**src/rtl/dmafe_pkg.sv**
```systemverilog
package dmafe_pkg;
    localparam int CTRL_W   = 16;
    localparam int BIT_EN   = 15;
    localparam int BIT_WIDE = 10;

    typedef enum logic [1:0] {
        SEL_SRC  = 2'd0,
        SEL_DST  = 2'd1,
        SEL_CNT  = 2'd2,
        SEL_CTRL = 2'd3
    } reg_sel_e;

    typedef enum logic {
        CH_OFF = 1'b0,
        CH_ON  = 1'b1
    } ch_state_e;
endpackage

```
**src/rtl/dmafe_addr_check.sv**
```systemverilog
module dmafe_addr_check #(
    parameter int                ADDR_W       = 28,
    parameter bit                RESTRICT_SRC = 1'b0,
    parameter bit                WIDE_DST     = 1'b0,
    parameter logic [ADDR_W-1:0] RAM_BASE     = 28'h200_0000,
    parameter logic [ADDR_W-1:0] ROM_BASE     = 28'h800_0000,
    parameter logic [ADDR_W-1:0] ROM_END      = 28'hE00_0000
) (
    input  logic [ADDR_W-1:0] raw_addr,
    output logic [ADDR_W-1:0] src_value,
    output logic [ADDR_W-1:0] dst_value,
    output logic              dst_ok
);
    logic [ADDR_W-1:0] reduced;
    logic              src_in_rom;
    logic              src_ok;

    always_comb begin
        reduced    = raw_addr & ~ADDR_W'(1);
        src_in_rom = (reduced >= ROM_BASE) && (reduced < ROM_END);
        src_ok     = (reduced >= RAM_BASE) && !(RESTRICT_SRC && src_in_rom);
        src_value  = src_ok ? reduced : '0;
        dst_value  = reduced;
        dst_ok     = WIDE_DST || (reduced < ROM_BASE);
    end
endmodule

```
**src/rtl/dmafe_field_cond.sv**
```systemverilog
module dmafe_field_cond #(
    parameter int                CNT_W     = 17,
    parameter logic [CNT_W-1:0]  MAX_COUNT = 17'h4000,
    parameter logic [15:0]       CTRL_MASK = 16'hF7E0
) (
    input  logic [15:0]      raw_half,
    output logic [CNT_W-1:0] cnt_value,
    output logic [15:0]      ctrl_value
);
    always_comb begin
        cnt_value  = (raw_half == 16'h0) ? MAX_COUNT : CNT_W'(raw_half);
        ctrl_value = raw_half & CTRL_MASK;
    end
endmodule

```
**src/rtl/dmafe_channel.sv**
```systemverilog
module dmafe_channel
    import dmafe_pkg::*;
#(
    parameter int                ADDR_W    = 28,
    parameter int                CNT_W     = 17,
    parameter bit                RESTRICT  = 1'b0,
    parameter bit                WIDE      = 1'b0,
    parameter logic [CNT_W-1:0]  MAX_CNT   = 17'h4000,
    parameter logic [15:0]       CTRL_MASK = 16'hF7E0,
    parameter logic [ADDR_W-1:0] RAM_BASE  = 28'h200_0000,
    parameter logic [ADDR_W-1:0] ROM_BASE  = 28'h800_0000,
    parameter logic [ADDR_W-1:0] ROM_END   = 28'hE00_0000
) (
    input  logic              clk,
    input  logic              rst_n,
    input  logic              wr_hit,
    input  logic [1:0]        wr_sel,
    input  logic [31:0]       wr_data,
    output logic [ADDR_W-1:0] src_o,
    output logic [ADDR_W-1:0] dst_o,
    output logic [CNT_W-1:0]  cnt_o,
    output logic [CTRL_W-1:0] ctrl_o,
    output logic [ADDR_W-1:0] wsrc_o,
    output logic [ADDR_W-1:0] wdst_o,
    output logic              arm_o,
    output logic              mis_o
);
    logic [ADDR_W-1:0] src_q, dst_q, wsrc_q, wdst_q;
    logic [CNT_W-1:0]  cnt_q;
    logic [CTRL_W-1:0] ctrl_q;
    logic              arm_q, mis_q;
    ch_state_e         state_q, state_d;

    logic [ADDR_W-1:0] src_new, dst_new, align_mask;
    logic              dst_ok, arm_ev;
    logic [CNT_W-1:0]  cnt_new;
    logic [CTRL_W-1:0] ctrl_new;
    logic              ctrl_wr;
    logic              unused_hi;

    assign unused_hi = ^wr_data[31:ADDR_W];

    dmafe_addr_check #(
        .ADDR_W(ADDR_W), .RESTRICT_SRC(RESTRICT), .WIDE_DST(WIDE),
        .RAM_BASE(RAM_BASE), .ROM_BASE(ROM_BASE), .ROM_END(ROM_END)
    ) addr_chk_i (
        .raw_addr (wr_data[ADDR_W-1:0]),
        .src_value(src_new),
        .dst_value(dst_new),
        .dst_ok   (dst_ok)
    );

    dmafe_field_cond #(
        .CNT_W(CNT_W), .MAX_COUNT(MAX_CNT), .CTRL_MASK(CTRL_MASK)
    ) field_i (
        .raw_half  (wr_data[15:0]),
        .cnt_value (cnt_new),
        .ctrl_value(ctrl_new)
    );

    assign ctrl_wr    = wr_hit && (wr_sel == SEL_CTRL);
    assign align_mask = ctrl_new[BIT_WIDE] ? ~ADDR_W'(3) : ~ADDR_W'(1);

    // Next-state logic: ARM, DISARM, HOLD
    always_comb begin
        state_d = state_q;
        arm_ev  = 1'b0;
        unique case (state_q)
            CH_OFF: if (ctrl_wr && ctrl_new[BIT_EN]) begin
                state_d = CH_ON;
                arm_ev  = 1'b1;
            end
            CH_ON: if (ctrl_wr && !ctrl_new[BIT_EN]) begin
                state_d = CH_OFF;
            end
            default: state_d = CH_OFF;
        endcase
    end

    // State register
    always_ff @(posedge clk or negedge rst_n) begin
        if (!rst_n) state_q <= CH_OFF;
        else        state_q <= state_d;
    end

    // Programmed registers and ARM outputs
    always_ff @(posedge clk or negedge rst_n) begin
        if (!rst_n) begin
            src_q  <= '0;
            dst_q  <= '0;
            cnt_q  <= MAX_CNT;
            ctrl_q <= '0;
            wsrc_q <= '0;
            wdst_q <= '0;
            arm_q  <= 1'b0;
            mis_q  <= 1'b0;
        end else begin
            arm_q <= arm_ev;
            mis_q <= arm_ev && (|((src_q | dst_q) & ~align_mask));
            if (arm_ev) begin
                wsrc_q <= src_q & align_mask;
                wdst_q <= dst_q & align_mask;
            end
            if (wr_hit) begin
                unique case (wr_sel)
                    SEL_SRC:  src_q <= src_new;
                    SEL_DST:  if (dst_ok) dst_q <= dst_new;
                    SEL_CNT:  cnt_q <= cnt_new;
                    SEL_CTRL: ctrl_q <= ctrl_new;
                    default:  ;
                endcase
            end
        end
    end

    assign src_o  = src_q;
    assign dst_o  = dst_q;
    assign cnt_o  = cnt_q;
    assign ctrl_o = ctrl_q;
    assign wsrc_o = wsrc_q;
    assign wdst_o = wdst_q;
    assign arm_o  = arm_q;
    assign mis_o  = mis_q;

    AST_COUNT_NONZERO: assert property (@(posedge clk) disable iff (!rst_n)
        cnt_q != '0) else $error("count zero");
    AST_CTRL_MASKED: assert property (@(posedge clk) disable iff (!rst_n)
        (ctrl_q & ~CTRL_MASK) == '0) else $error("masked bits set");
    AST_SRC_LEGAL: assert property (@(posedge clk) disable iff (!rst_n)
        (src_q == '0) || ((src_q >= RAM_BASE) && !src_q[0] &&
        !(RESTRICT && src_q >= ROM_BASE && src_q < ROM_END))) else $error("illegal src");
    AST_DST_RANGE: assert property (@(posedge clk) disable iff (!rst_n)
        !dst_q[0] && (WIDE || dst_q < ROM_BASE)) else $error("illegal dst");
    AST_ARM_ALIGNED: assert property (@(posedge clk) disable iff (!rst_n)
        arm_q |-> (!wsrc_q[0] && !wdst_q[0] &&
        (!ctrl_q[BIT_WIDE] || (wsrc_q[1:0] == 2'b00 && wdst_q[1:0] == 2'b00)))) else $error("unaligned");
    AST_ARM_SINGLE: assert property (@(posedge clk) disable iff (!rst_n)
        arm_q |=> !arm_q) else $error("long arm");
    AST_ARM_ON_RISE: assert property (@(posedge clk) disable iff (!rst_n)
        arm_q |-> ($rose(ctrl_q[BIT_EN]) && state_q == CH_ON)) else $error("arm w/o rise");
    AST_WORK_HOLD: assert property (@(posedge clk) disable iff (!rst_n)
        !arm_q |-> ($stable(wsrc_q) && $stable(wdst_q))) else $error("work moved");
    AST_MIS_WITH_ARM: assert property (@(posedge clk) disable iff (!rst_n)
        mis_q |-> (arm_q && ctrl_q[BIT_WIDE])) else $error("stray misalign");
endmodule

```
**src/rtl/dmafe_regfile.sv**
```systemverilog
module dmafe_regfile
    import dmafe_pkg::*;
#(
    parameter int NUM_CH = 4,
    parameter int ADDR_W = 28,
    parameter int CNT_W  = 17,
    localparam int CH_W  = $clog2(NUM_CH)
) (
    input  logic                     clk,
    input  logic                     rst_n,
    input  logic                     wr_en,
    input  logic [CH_W-1:0]          wr_ch,
    input  logic [1:0]               wr_sel,
    input  logic [31:0]              wr_data,
    input  logic [CH_W-1:0]          rd_ch,
    output logic [CTRL_W-1:0]        rd_ctrl,
    output logic [NUM_CH*ADDR_W-1:0] cfg_src,
    output logic [NUM_CH*ADDR_W-1:0] cfg_dst,
    output logic [NUM_CH*CNT_W-1:0]  cfg_cnt,
    output logic [NUM_CH*CTRL_W-1:0] cfg_ctrl,
    output logic [NUM_CH*ADDR_W-1:0] work_src,
    output logic [NUM_CH*ADDR_W-1:0] work_dst,
    output logic [NUM_CH-1:0]        arm,
    output logic [NUM_CH-1:0]        misalign
);
    localparam logic [CNT_W-1:0]  CNT_FULL  = CNT_W'(32'h1_0000);
    localparam logic [CNT_W-1:0]  CNT_PART  = CNT_W'(32'h4000);
    localparam logic [15:0]       MASK_FULL = 16'hFFE0;
    localparam logic [15:0]       MASK_PART = 16'hF7E0;

    for (genvar g = 0; g < NUM_CH; g++) begin : g_ch
        localparam bit IS_WIDE = (g == NUM_CH - 1);
        localparam bit IS_RSTR = (g == 0);

        dmafe_channel #(
            .ADDR_W   (ADDR_W),
            .CNT_W    (CNT_W),
            .RESTRICT (IS_RSTR),
            .WIDE     (IS_WIDE),
            .MAX_CNT  (IS_WIDE ? CNT_FULL : CNT_PART),
            .CTRL_MASK(IS_WIDE ? MASK_FULL : MASK_PART)
        ) ch_i (
            .clk    (clk),
            .rst_n  (rst_n),
            .wr_hit (wr_en && (wr_ch == CH_W'(g))),
            .wr_sel (wr_sel),
            .wr_data(wr_data),
            .src_o  (cfg_src[g*ADDR_W +: ADDR_W]),
            .dst_o  (cfg_dst[g*ADDR_W +: ADDR_W]),
            .cnt_o  (cfg_cnt[g*CNT_W +: CNT_W]),
            .ctrl_o (cfg_ctrl[g*CTRL_W +: CTRL_W]),
            .wsrc_o (work_src[g*ADDR_W +: ADDR_W]),
            .wdst_o (work_dst[g*ADDR_W +: ADDR_W]),
            .arm_o  (arm[g]),
            .mis_o  (misalign[g])
        );
    end

    assign rd_ctrl = cfg_ctrl[rd_ch*CTRL_W +: CTRL_W];

    AST_RD_LOW_ZERO: assert property (@(posedge clk) disable iff (!rst_n)
        rd_ctrl[4:0] == 5'b0) else $error("read low bits");
    AST_ARM_NEEDS_EN: assert property (@(posedge clk) disable iff (!rst_n)
        (arm & ~{cfg_ctrl[3*CTRL_W+15], cfg_ctrl[2*CTRL_W+15],
                 cfg_ctrl[CTRL_W+15], cfg_ctrl[15]}) == '0) else $error("arm while off");
endmodule

```
**config.mk**
```make
export PLATFORM = sky130hd
export DESIGN_NAME = dmafe_regfile
export DESIGN_NICKNAME = d
export VERILOG_FILES = /design/src/rtl/dmafe_pkg.sv /design/src/rtl/dmafe_addr_check.sv /design/src/rtl/dmafe_field_cond.sv /design/src/rtl/dmafe_channel.sv /design/src/rtl/dmafe_regfile.sv
export SDC_FILE = /design/constraint.sdc
export NUM_CORES = 1
export LEC_CHECK = 0
export ABC_AREA = 1
export BUFFER_PORTS_ARGS = -buffer_cell sky130_fd_sc_hd__buf_2
export CORE_AREA = 2 2 253 255
export CTS_CLUSTER_SIZE = 10
export DETAILED_ROUTE_END_ITERATION = 8
export DIE_AREA = 0 0 255 257
export GPL_TIMING_DRIVEN = 0
export SYNTH_ARGS = -nofsm -noshare
export SYNTH_HDL_FRONTEND = slang
export SYNTH_SLANG_ARGS = --single-unit
export TNS_END_PERCENT = 100
```
**constraint.sdc**
```tcl
create_clock -name clk -period 1.4 [get_ports clk]
set_clock_uncertainty 0.1 [all_clocks]
set_input_delay 0 -clock clk [delete_from_list [all_inputs] [get_ports clk]]
set_output_delay 0 -clock clk [all_outputs]
set_load 0.005 [all_outputs]
```
## Word level (Yosys, flattened, before mapping)

Index checks and enable logic that the tools add are counted.

- $add $sub $neg: 0
- Multipliers: 0
- Divide/modulo/power cells: 0
- $lt $le $gt $ge: 4
- Eq/ne operators: 6
- Shift operators: 1
- Mux-type cells: 21
- Bitwise gates (word level): 21
- Reduce and logical (&&, ||, !) cells: 47

Operators by type and width:

| operator | count |
|---|---|
| $and 28x28->28 | 12 |
| $or 28x28->28 | 4 |
| $reduce_or 28->1 | 4 |
| $shiftx 64x7->16 | 1 |
| $lt 28x28->1 const B | 2 |
| $mux 28 | 2 |
| $ge 28x26->1 const B | 1 |
| $ge 28x28->1 const B | 1 |
| $not 28->28 | 1 |
| $reduce_and 2->1 | 13 |
| $logic_and 1x1->1 | 22 |
| $mux 17 | 1 |
| $logic_not 16->1 | 1 |
| $mux 16 | 1 |
| $mux 1 | 12 |
| $reduce_and 3->1 | 3 |
| $eq 2x2->1 const B | 4 |
| $pmux 1 s2 | 4 |
| $eq 2x1->1 const B | 2 |
| $logic_not 2->1 | 2 |
| $not 1->1 | 4 |
| $logic_not 1->1 | 2 |
| $mux 2 | 1 |

- Register bits: 565
- Bits in latches: 0
- RAM bits: 0
- Bits in read-only memories: 0
- Input port bits: 41
- Logic and storage cells: 136
- Memories: 0

## Longest topological paths before layout

Gate-level depths: netlist (run 1).

- Word-level depth: 7
- Mapped depth: 9
- Depth with buffers taken out: 7

## Cells and area by module

A second synthesis (run 1) with hierarchy kept.

- Cell total of the unflattened synthesis: 3,324
- Area, all modules: 27,088.5 um^2

By module, submodules not included:

| module | instances | cells an instance | area each (um^2) |
|---|---|---|---|
| dmafe_channel | 4 | 641 | 5,800.6 |
| dmafe_addr_check (g_ch[1].ch_i.addr_chk_i ...) | 2 | 88 | 498.0 |
| dmafe_regfile | 1 | 195 | 837.1 |
| dmafe_field_cond (g_ch[0].ch_i.field_i ...) | 3 | 50 | 251.5 |
| dmafe_addr_check (g_ch[3].ch_i.addr_chk_i) | 1 | 89 | 526.8 |
| dmafe_addr_check (g_ch[0].ch_i.addr_chk_i) | 1 | 90 | 484.2 |
| dmafe_field_cond (g_ch[3].ch_i.field_i) | 1 | 60 | 287.8 |

## Least setup slack after synthesis (run 1)

OpenSTA, ideal clock, no wires.

- Path type: reg2reg
- Start point: register g_ch[3].ch_i.ctrl_o[15] (netlist name)
- End point: register g_ch[3].ch_i.wdst_q[12]
- Arrival: 1,017 ps
- Path slack: 153 ps
- Cell stages (with the launch flop): 7
- Period minus slack after synthesis: 1,247 ps
- Path through: dfrtp_1 -> inv_1 -> nand3_2 -> buf_2 -> buf_2 -> nand2_1 -> o21ai_1

RTL lines:

| item | RTL line | RTL |
|---|---|---|
| end signal: assignment | dmafe_channel.sv:102 | `wdst_q <= dst_q & align_mask;` |
| end: declaration | dmafe_channel.sv:28 | `logic [ADDR_W-1:0] src_q, dst_q, wsrc_q, wdst_q;` |

## Worst setup path after layout (run 1)

- Start point: register g_ch[3].ch_i.ctrl_q[15]
- End point: output port rd_ctrl[15]

- Word-level cells in the longest chain between the ends: 1

Ends and longest elaborated chain:

| item | RTL line | RTL |
|---|---|---|
| start: declaration | dmafe_channel.sv:30 | `logic [CTRL_W-1:0] ctrl_q;` |
| start signal: assignment | dmafe_channel.sv:109 | `SEL_CTRL: ctrl_q <= ctrl_new;` |
| $shiftx 64x7->16 | dmafe_regfile.sv:59 | `assign rd_ctrl = cfg_ctrl[rd_ch*CTRL_W +: CTRL_W];` |
| end: declaration | dmafe_regfile.sv:16 | `output logic [CTRL_W-1:0] rd_ctrl,` |

Every way passes these cells.

==> impl_metrics.env, run 1 <==
export IMPL_worstPathRequired_ns=1.30
export IMPL_initial_core_util_pct=33.37
export IMPL_internal_power_mw=32.26
export IMPL_antenna_found_initial=11
export IMPL_grt_max_degree=116
export IMPL_placed_cell_area_mm2=0.02527
export IMPL_pre_cts_ws_ns=-1.694
export IMPL_hold_class="input pin to asynchronous set/reset pin"
export IMPL_min_period_over_period_pct=111.7
export IMPL_clockPowerShare_pct=34.2
export IMPL_vias=19100
export IMPL_ys_types=23
export IMPL_path_max_fanout=2
export IMPL_post_route_min_period_ns=1.563
export IMPL_avgSynthCellArea_um2=9.362
export IMPL_critPathLaunchType="flop"
export IMPL_violations="negative hold slack, negative setup slack"
export IMPL_wl_per_cell_um=23.05
export IMPL_switching_power_mw=14.21
export IMPL_rsz0062_at_grt="true"
export IMPL_timing_critical_path_arrival_ns=1.46
export IMPL_synth_top_area_cell="dfrtp_1"
export IMPL_cts_tree="built"
export IMPL_clk_pin_slew_worst_paths_ns=0.06
export IMPL_crit_slowest_cell="dfrtp_1"
export IMPL_syn_inst=2236
export IMPL_ys_top_cells_by_area="dfrtp_1, nand2_1, o21ai_0"
export IMPL_cts_made_buffers=67
export IMPL_p_per_area_mw_per_mm2=1545
export IMPL_fin_setup_tns_ns=-8.592
export IMPL_ys_seq_area_share_pct=65.29
export IMPL_p_comb_share_pct=20.6
export IMPL_grt_overflow_total=0
export IMPL_grt_pass1_wl_um=129200
export IMPL_p_leak_nw=16.06
export IMPL_grt_usage_pct=27.30
export IMPL_cts_buffer_depth=3
export IMPL_fin_nets=3118
export IMPL_cap_violations=0
export IMPL_final_hold_viol_count=237
export IMPL_die_y_um=257
export IMPL_synth_commonest_cells="nand2_1, dfrtp_1, o21ai_0"
export IMPL_ir_worst_vdd_v=0.0009408
export IMPL_worst_slack_ns=-0.1632
export IMPL_p_sw_share_pct=30.58
export IMPL_drt_iter0_markers=1732
export IMPL_yosys_register_bits=546
export IMPL_area_growth_pct=43.64
export IMPL_yosysMostFrequentCell="nand2_1"
export IMPL_cts_num_sinks=546
export IMPL_netlist_area_leader_share_pct=64.79
export IMPL_path_cells="buf_6, a21oi_4, a21oi_2, buf_2"
export IMPL_final_area_mm2=0.03007
export IMPL_cp_top_family="flip-flops"
export IMPL_p_seq_share_pct=45.2
export IMPL_grt_pass1_vias=18410
export IMPL_setup_viol_count_final=145
export IMPL_rows=92
export IMPL_crit_type="flop to output pin"
export IMPL_synth_cell_area_mm2=0.02093
export IMPL_synth_edff_count=0
export IMPL_worst_path_buf_inv=2
export IMPL_drc_errors=0
export IMPL_crit_path_end_kind="output pin"
export IMPL_ys_warn_count=0
export IMPL_status="finished with violations"
export IMPL_core_mm2=0.06274
export IMPL_htreeDepth=3
export IMPL_clockRootBuffer="clkbuf_16"
export IMPL_via_per_inst=4.829
export IMPL_max_freq_ghz=0.6397
export IMPL_synthArstFlopShare_pct=100.0
export IMPL_num_fill_cells=5859
export IMPL_clk_latency_ns=0.59
export IMPL_ioPinCount=645
export IMPL_dieArea_mm2=0.06554
export IMPL_port_buffers=591
export IMPL_slew_viol_final=0
export IMPL_drtAntennaViolNets=0
export IMPL_drive_gt1_share_pct=35.01
export IMPL_fin_util_pct=47.93
export IMPL_dp_hpwl_um=62740
export IMPL_die_w_um=255
export IMPL_slew_headroom_pct=26.92
export IMPL_synth_ff_type="dfrtp_1"
export IMPL_gp_congestion=0.9127
export IMPL_worstMarginPinSlew_ns=1.096
export IMPL_hold_worst_slack_ns=-0.7410
export IMPL_routed_wl_um=91150
export IMPL_drt_pass1_iter_count=5
export IMPL_slowest_delay_ns=0.41
-- timing repair --
item	4_1_cts	5_1_grt
hold buffers	61	2
gates resized for setup	275	273
endpoints found under the setup margin	358	462
setup buffers	49	11
hold endpoints to repair	396	255
cloned	10	4
pin swaps	56	33
-- worst paths after layout --
| check | cells past startpoint | from | to | slack, ns |
|---|---|---|---|---|
| min in group clk | 5 | wr_data[26] | g_ch[2].ch_i.src_o[3]$_DFFE_PN0P_ | 0.02 |
| max in group asynchronous | 4 | rst_n | g_ch[3].ch_i.cnt_o[16]$_DFFE_PN1P_ | 0.20 |
| hold reg to reg | 2 | g_ch[2].ch_i.wdst_o[13]$_DFFE_PN0P_ | g_ch[2].ch_i.wdst_o[13]$_DFFE_PN0P_ | 0.37 |
| hold / removal | 1 | rst_n | g_ch[1].ch_i.arm_o$_DFF_PN0_ | -0.74 |
| setup reg to reg | 8 | g_ch[3].ch_i.ctrl_o[15]$_DFFE_PN0P_ | g_ch[3].ch_i.wsrc_o[1]$_DFFE_PN0P_ | -0.12 |
| setup / recovery | 4 | g_ch[3].ch_i.ctrl_o[15]$_DFFE_PN0P_ | rd_ctrl[15] | -0.16 |
-- cell families after synthesis --
group | share of synthesized area, %
other | 0.01791
buffers and inverters | 7.764
AO/OA/AOI/OAI | 11.13
flip-flops | 65.29
AND/OR/NAND/NOR | 15.79
-- power by group through the flow --
stage / combinational [mW] / clock [mW] / sequential, mW
6_report: 9.58 / 15.9 / 21.0
5_1_grt: 10.5 / 16.8 / 21.3
4_1_cts: 9.27 / 16.2 / 20.8
3_5_place_dp: 8.43 / 0 / 21.0
3_3_place_gp: 8.24 / 0 / 21.1
2_1_floorplan: 2.85 / 0 / 20.9
-- through the flow --
stage / std cells / total power [mW]
2_1_floorplan: 2282 / 23.78
3_3_place_gp: 3719 / 29.30
3_5_place_dp: 3724 / 29.46
4_1_cts: 3938 / 46.27
5_1_grt: 3954 / 48.61
6_report: 3954 / 46.47
-- worst register-to-register path: stages, from the launching register on --
cell	delay [ns]
dfrtp_1	0.41
buf_6	0.13
inv_4	0.05
nand3_4	0.08
buf_12	0.16
buf_16	0.19
buf_8	0.15
nand2_2	0.05
o21ai_1	0.06
-- sequential cells by signal, indices dropped and copies added (netlist names) --
signal            cells
g_ch.ch_i.arm_o       4
g_ch.ch_i.cnt_o      65
g_ch.ch_i.ctrl_o     41
g_ch.ch_i.dst_o     108
g_ch.ch_i.mis_o       4
g_ch.ch_i.src_o     108
g_ch.ch_i.wdst_o    108
g_ch.ch_i.wsrc_o    108
-- metal layers --
| metal | global-route usage (%) | routed length (um) | vias up |
|---|---|---|---|
| met3 | 5.948 | 6714 | 199 |
| li1 | - | - | 8619 |
| met5 | 0 | 0 | - |
| met4 | 9.682 | 3381 | 0 |
| met2 | 44.82 | 44010 | 871 |
| met1 | 35.46 | 37050 | 9406 |
-- cells in the final DEF, fill, tap and decap left out, types with 4 or more instances in the layout --
cell,count
clkbuf_8,7
dfstp_2,4
clkbuf_16,78
buf_12,10
buf_8,20
inv_1,169
dfrtp_1,539
nor2_2,14
inv_2,4
buf_6,42
nand3_1,4
o21a_1,9
nor2_4,5
nand2_4,37
dlygate4sd3_1,61
clkbuf_1,63
clkbuf_2,9
nand2_2,94
buf_4,90
o22ai_1,9
nand3_4,4
buf_2,600
o21ai_2,32
o21ai_0,256
buf_16,11
nand2_1,628
o21ai_1,116
a21oi_1,31
nor2_1,80
conb_1,47
-- final cells by class --
type	count	area, um2	area share (%)
sequential	546	13670	45.47
multi-input combinational	1375	6614	21.99
timing repair buffer	730	4692	15.60
clock buffer	89	1862	6.191
buffer	177	1381	4.594
tap	846	1059	3.520
inverter	180	701.9	2.334
clock inverter	8	81.33	0.2705
antenna	3	7.507	0.02497
Note: power is estimated with default switching activity, not from simulation.
==> run 2: changes to the inputs <==
--- a/config.mk
+++ b/config.mk
@@ -7,11 +7,15 @@
 export LEC_CHECK = 0
 export ABC_AREA = 1
 export BUFFER_PORTS_ARGS = -buffer_cell sky130_fd_sc_hd__buf_2
+export CELL_PAD_IN_SITES_DETAIL_PLACEMENT = 1
+export CELL_PAD_IN_SITES_GLOBAL_PLACEMENT = 1
 export CORE_AREA = 2 2 253 255
 export CTS_CLUSTER_SIZE = 10
 export DETAILED_ROUTE_END_ITERATION = 8
 export DIE_AREA = 0 0 255 257
 export GPL_TIMING_DRIVEN = 0
+export PLACE_DENSITY_LB_ADDON = 0.1
+export SLEW_MARGIN = 20
 export SYNTH_ARGS = -nofsm -noshare
 export SYNTH_HDL_FRONTEND = slang
 export SYNTH_SLANG_ARGS = --single-unit
==> impl_metrics.env, run 2 (synthesized netlist as in run 1, its figures left out) <==
export IMPL_status="finished with violations"
export IMPL_violations="negative hold slack, negative setup slack"
export IMPL_initial_core_util_pct=33.37
export IMPL_ioPinCount=645
export IMPL_post_route_min_period_ns=1.607
export IMPL_max_freq_ghz=0.6221
export IMPL_critPathLaunchType="flop"
export IMPL_gp_congestion=0.8976
export IMPL_grt_overflow_total=0
export IMPL_wl_per_cell_um=25.33
export IMPL_drt_pass1_iter_count=5
export IMPL_cts_made_buffers=66
export IMPL_path_cells="nor2_1, o22ai_1, buf_2"
export IMPL_rsz0062_at_grt="true"
export IMPL_drtAntennaViolNets=0
export IMPL_core_mm2=0.06274
export IMPL_worstPathRequired_ns=1.30
export IMPL_htreeDepth=3
export IMPL_final_hold_viol_count=65
export IMPL_crit_type="flop to output pin"
export IMPL_cts_tree="built"
export IMPL_dieArea_mm2=0.06554
export IMPL_clk_pin_slew_worst_paths_ns=0.06
export IMPL_drc_errors=0
export IMPL_min_period_over_period_pct=114.8
export IMPL_fin_util_pct=50.84
export IMPL_die_y_um=257
export IMPL_die_w_um=255
export IMPL_fin_nets=3139
export IMPL_rows=92
export IMPL_slew_viol_final=0
export IMPL_slowest_delay_ns=0.42
export IMPL_path_max_fanout=3
export IMPL_placed_cell_area_mm2=0.02530
export IMPL_ir_worst_vdd_v=0.0009529
export IMPL_grt_pass1_vias=20420
export IMPL_p_seq_share_pct=45.0
export IMPL_port_buffers=591
export IMPL_drt_iter0_markers=1275
export IMPL_p_leak_nw=16.85
export IMPL_worstMarginPinSlew_ns=1.161
export IMPL_antenna_found_initial=13
export IMPL_total_power_mw=47.77
export IMPL_cts_num_sinks=546
export IMPL_ff2ff_path_depth=8
export IMPL_final_area_mm2=0.03189
export IMPL_crit_slowest_cell="dfrtp_1"
export IMPL_final_common_cell="buf_2"
export IMPL_grt_usage_pct=29.68
export IMPL_clk_latency_ns=0.59
export IMPL_mostFrequentLayoutCells="buf_2, dfrtp_1, nand2_1"
export IMPL_slew_headroom_pct=22.62
export IMPL_clockRootBuffer="clkbuf_16"
export IMPL_r2r_end="g_ch[1].ch_i.wsrc_o[25]$_DFFE_PN0P_"
export IMPL_r2r_slack_ns=-0.18
export IMPL_hold_worst_slack_ns=-0.03963
export IMPL_cap_violations=0
export IMPL_hold_class="input pin to asynchronous set/reset pin"
export IMPL_num_fill_cells=7055
export IMPL_p_comb_share_pct=21.8
export IMPL_area_growth_pct=52.35
export IMPL_setup_viol_count_final=211
export IMPL_timing_critical_path_arrival_ns=1.51
export IMPL_internal_power_mw=32.68
export IMPL_via_per_inst=4.917
export IMPL_fin_setup_tns_ns=-16.91
export IMPL_p_sw_share_pct=31.59
export IMPL_vias=19530
export IMPL_drive_gt1_share_pct=41.54
export IMPL_grt_pass1_wl_um=140900
export IMPL_worst_slack_ns=-0.2074
export IMPL_cts_buffer_depth=3
export IMPL_routed_wl_um=100600
export IMPL_switching_power_mw=15.09
export IMPL_grt_max_degree=97
export IMPL_crit_path_end_kind="output pin"
export IMPL_dp_hpwl_um=68760
export IMPL_clockPowerShare_pct=33.2
export IMPL_r2r_start="g_ch[1].ch_i.ctrl_o[15]$_DFFE_PN0P_"
export IMPL_p_per_area_mw_per_mm2=1498
run 2: cell types whose count changed in the layout (fill, tap and decap cells not counted), sizes merged:
| cell | delta |
|---|---|
| diode | +1 |
| buf | +2 |
| clkinvlp | -1 |
| inv | -1 |
| dlymetal6s4s | +1 |
| nand3 | +2 |
| dlygate4sd3 | -4 |
| clkinv | -4 |
| clkbuf | +22 |
run 2: per-stage QoR:
| stage | hold slack [ns] | setup WS [ns] | instances |
|---|---|---|---|
| 2_1_floorplan | -0.3956 | 0.1531 | 2282 |
| 3_3_place_gp | 0.1349 | -11.18 | 3719 |
| 3_5_place_dp | -0.2366 | -1.493 | 3725 |
| 4_1_cts | -0.06156 | -0.1985 | 3942 |
| 5_1_grt | -0.03938 | -0.2333 | 3971 |
| 6_report | -0.03963 | -0.2074 | 3972 |
run 2: how the worst max path moves through the flow:
| stage | slack, ns | startpoint | to | cells past startpoint |
|---|---|---|---|---|
| after floorplan | 0.15 | g_ch[3].ch_i.ctrl_o[15]$_DFFE_PN0P_ | g_ch[3].ch_i.wdst_o[12]$_DFFE_PN0P_ | 6 |
| after global routing | -0.23 | g_ch[1].ch_i.ctrl_o[15]$_DFFE_PN0P_ | rd_ctrl[15] | 5 |
| after CTS | -0.20 | g_ch[1].ch_i.ctrl_o[15]$_DFFE_PN0P_ | rd_ctrl[15] | 5 |
| after global placement | -11.18 | rst_n | g_ch[1].ch_i.wsrc_o[10]$_DFFE_PN0P_ | 1 |
| final | -0.21 | g_ch[3].ch_i.ctrl_o[12]$_DFFE_PN0P_ | rd_ctrl[12] | 3 |
| after detailed placement | -1.49 | wr_data[10] | g_ch[2].ch_i.dst_o[10]$_DFFE_PN0P_ | 4 |
run 2: final cells by class:
class                           count  area [um2]  area share, %
Clock buffer                       91        1902          5.963
Clock inverter                      1       8.758        0.02746
Timing Repair inverter              1       16.27        0.05100
Multi-Input combinational cell   1377        7572          23.74
Tap cell                          846        1059          3.319
Sequential cell                   546       13670          42.88
Buffer                            176        1564          4.904
Timing Repair Buffer              750        5373          16.85
Antenna cell                        4       10.01        0.03138
Inverter                          180       714.4          2.240
run 2: layer usage:
| layer | vias up | GRT usage, % | wire length (um) |
|---|---|---|---|
| met5 | - | 0 | 47 |
| met2 | 627 | 49.82 | 49980 |
| met4 | 6 | 11.70 | 4292 |
| li1 | 8654 | - | - |
| met3 | 205 | 7.172 | 6683 |
| met1 | 10040 | 36.67 | 39610 |
run 2: what timing repair did:
item / in CTS / in global routing
setup buffers: 34 / 20
setup endpoints to repair: 341 / 354
gates resized for setup: 429 / 441
hold buffers: 64 / 5
hold endpoints to repair: 498 / 22
pin swaps: 35 / 47
gates cloned: 28 / 12
run 2: critical path, delay by kind of cell, from the launching register on:
family,cells,cell delay (ns)
compound gates,1,0.13
flops,1,0.42
simple gates,1,0.23
buf+inv,1,0.14
run 2: power by group through the flow:
stage | Clock (mW) | Combinational (mW) | Sequential [mW]
after floorplan | 0 | 2.85 | 20.9
after global routing | 16.8 | 11.4 | 21.8
after detailed placement | 0 | 8.65 | 21.3
final | 15.9 | 10.4 | 21.5
after CTS | 16.1 | 9.65 | 21.2
after global placement | 0 | 8.32 | 21.2
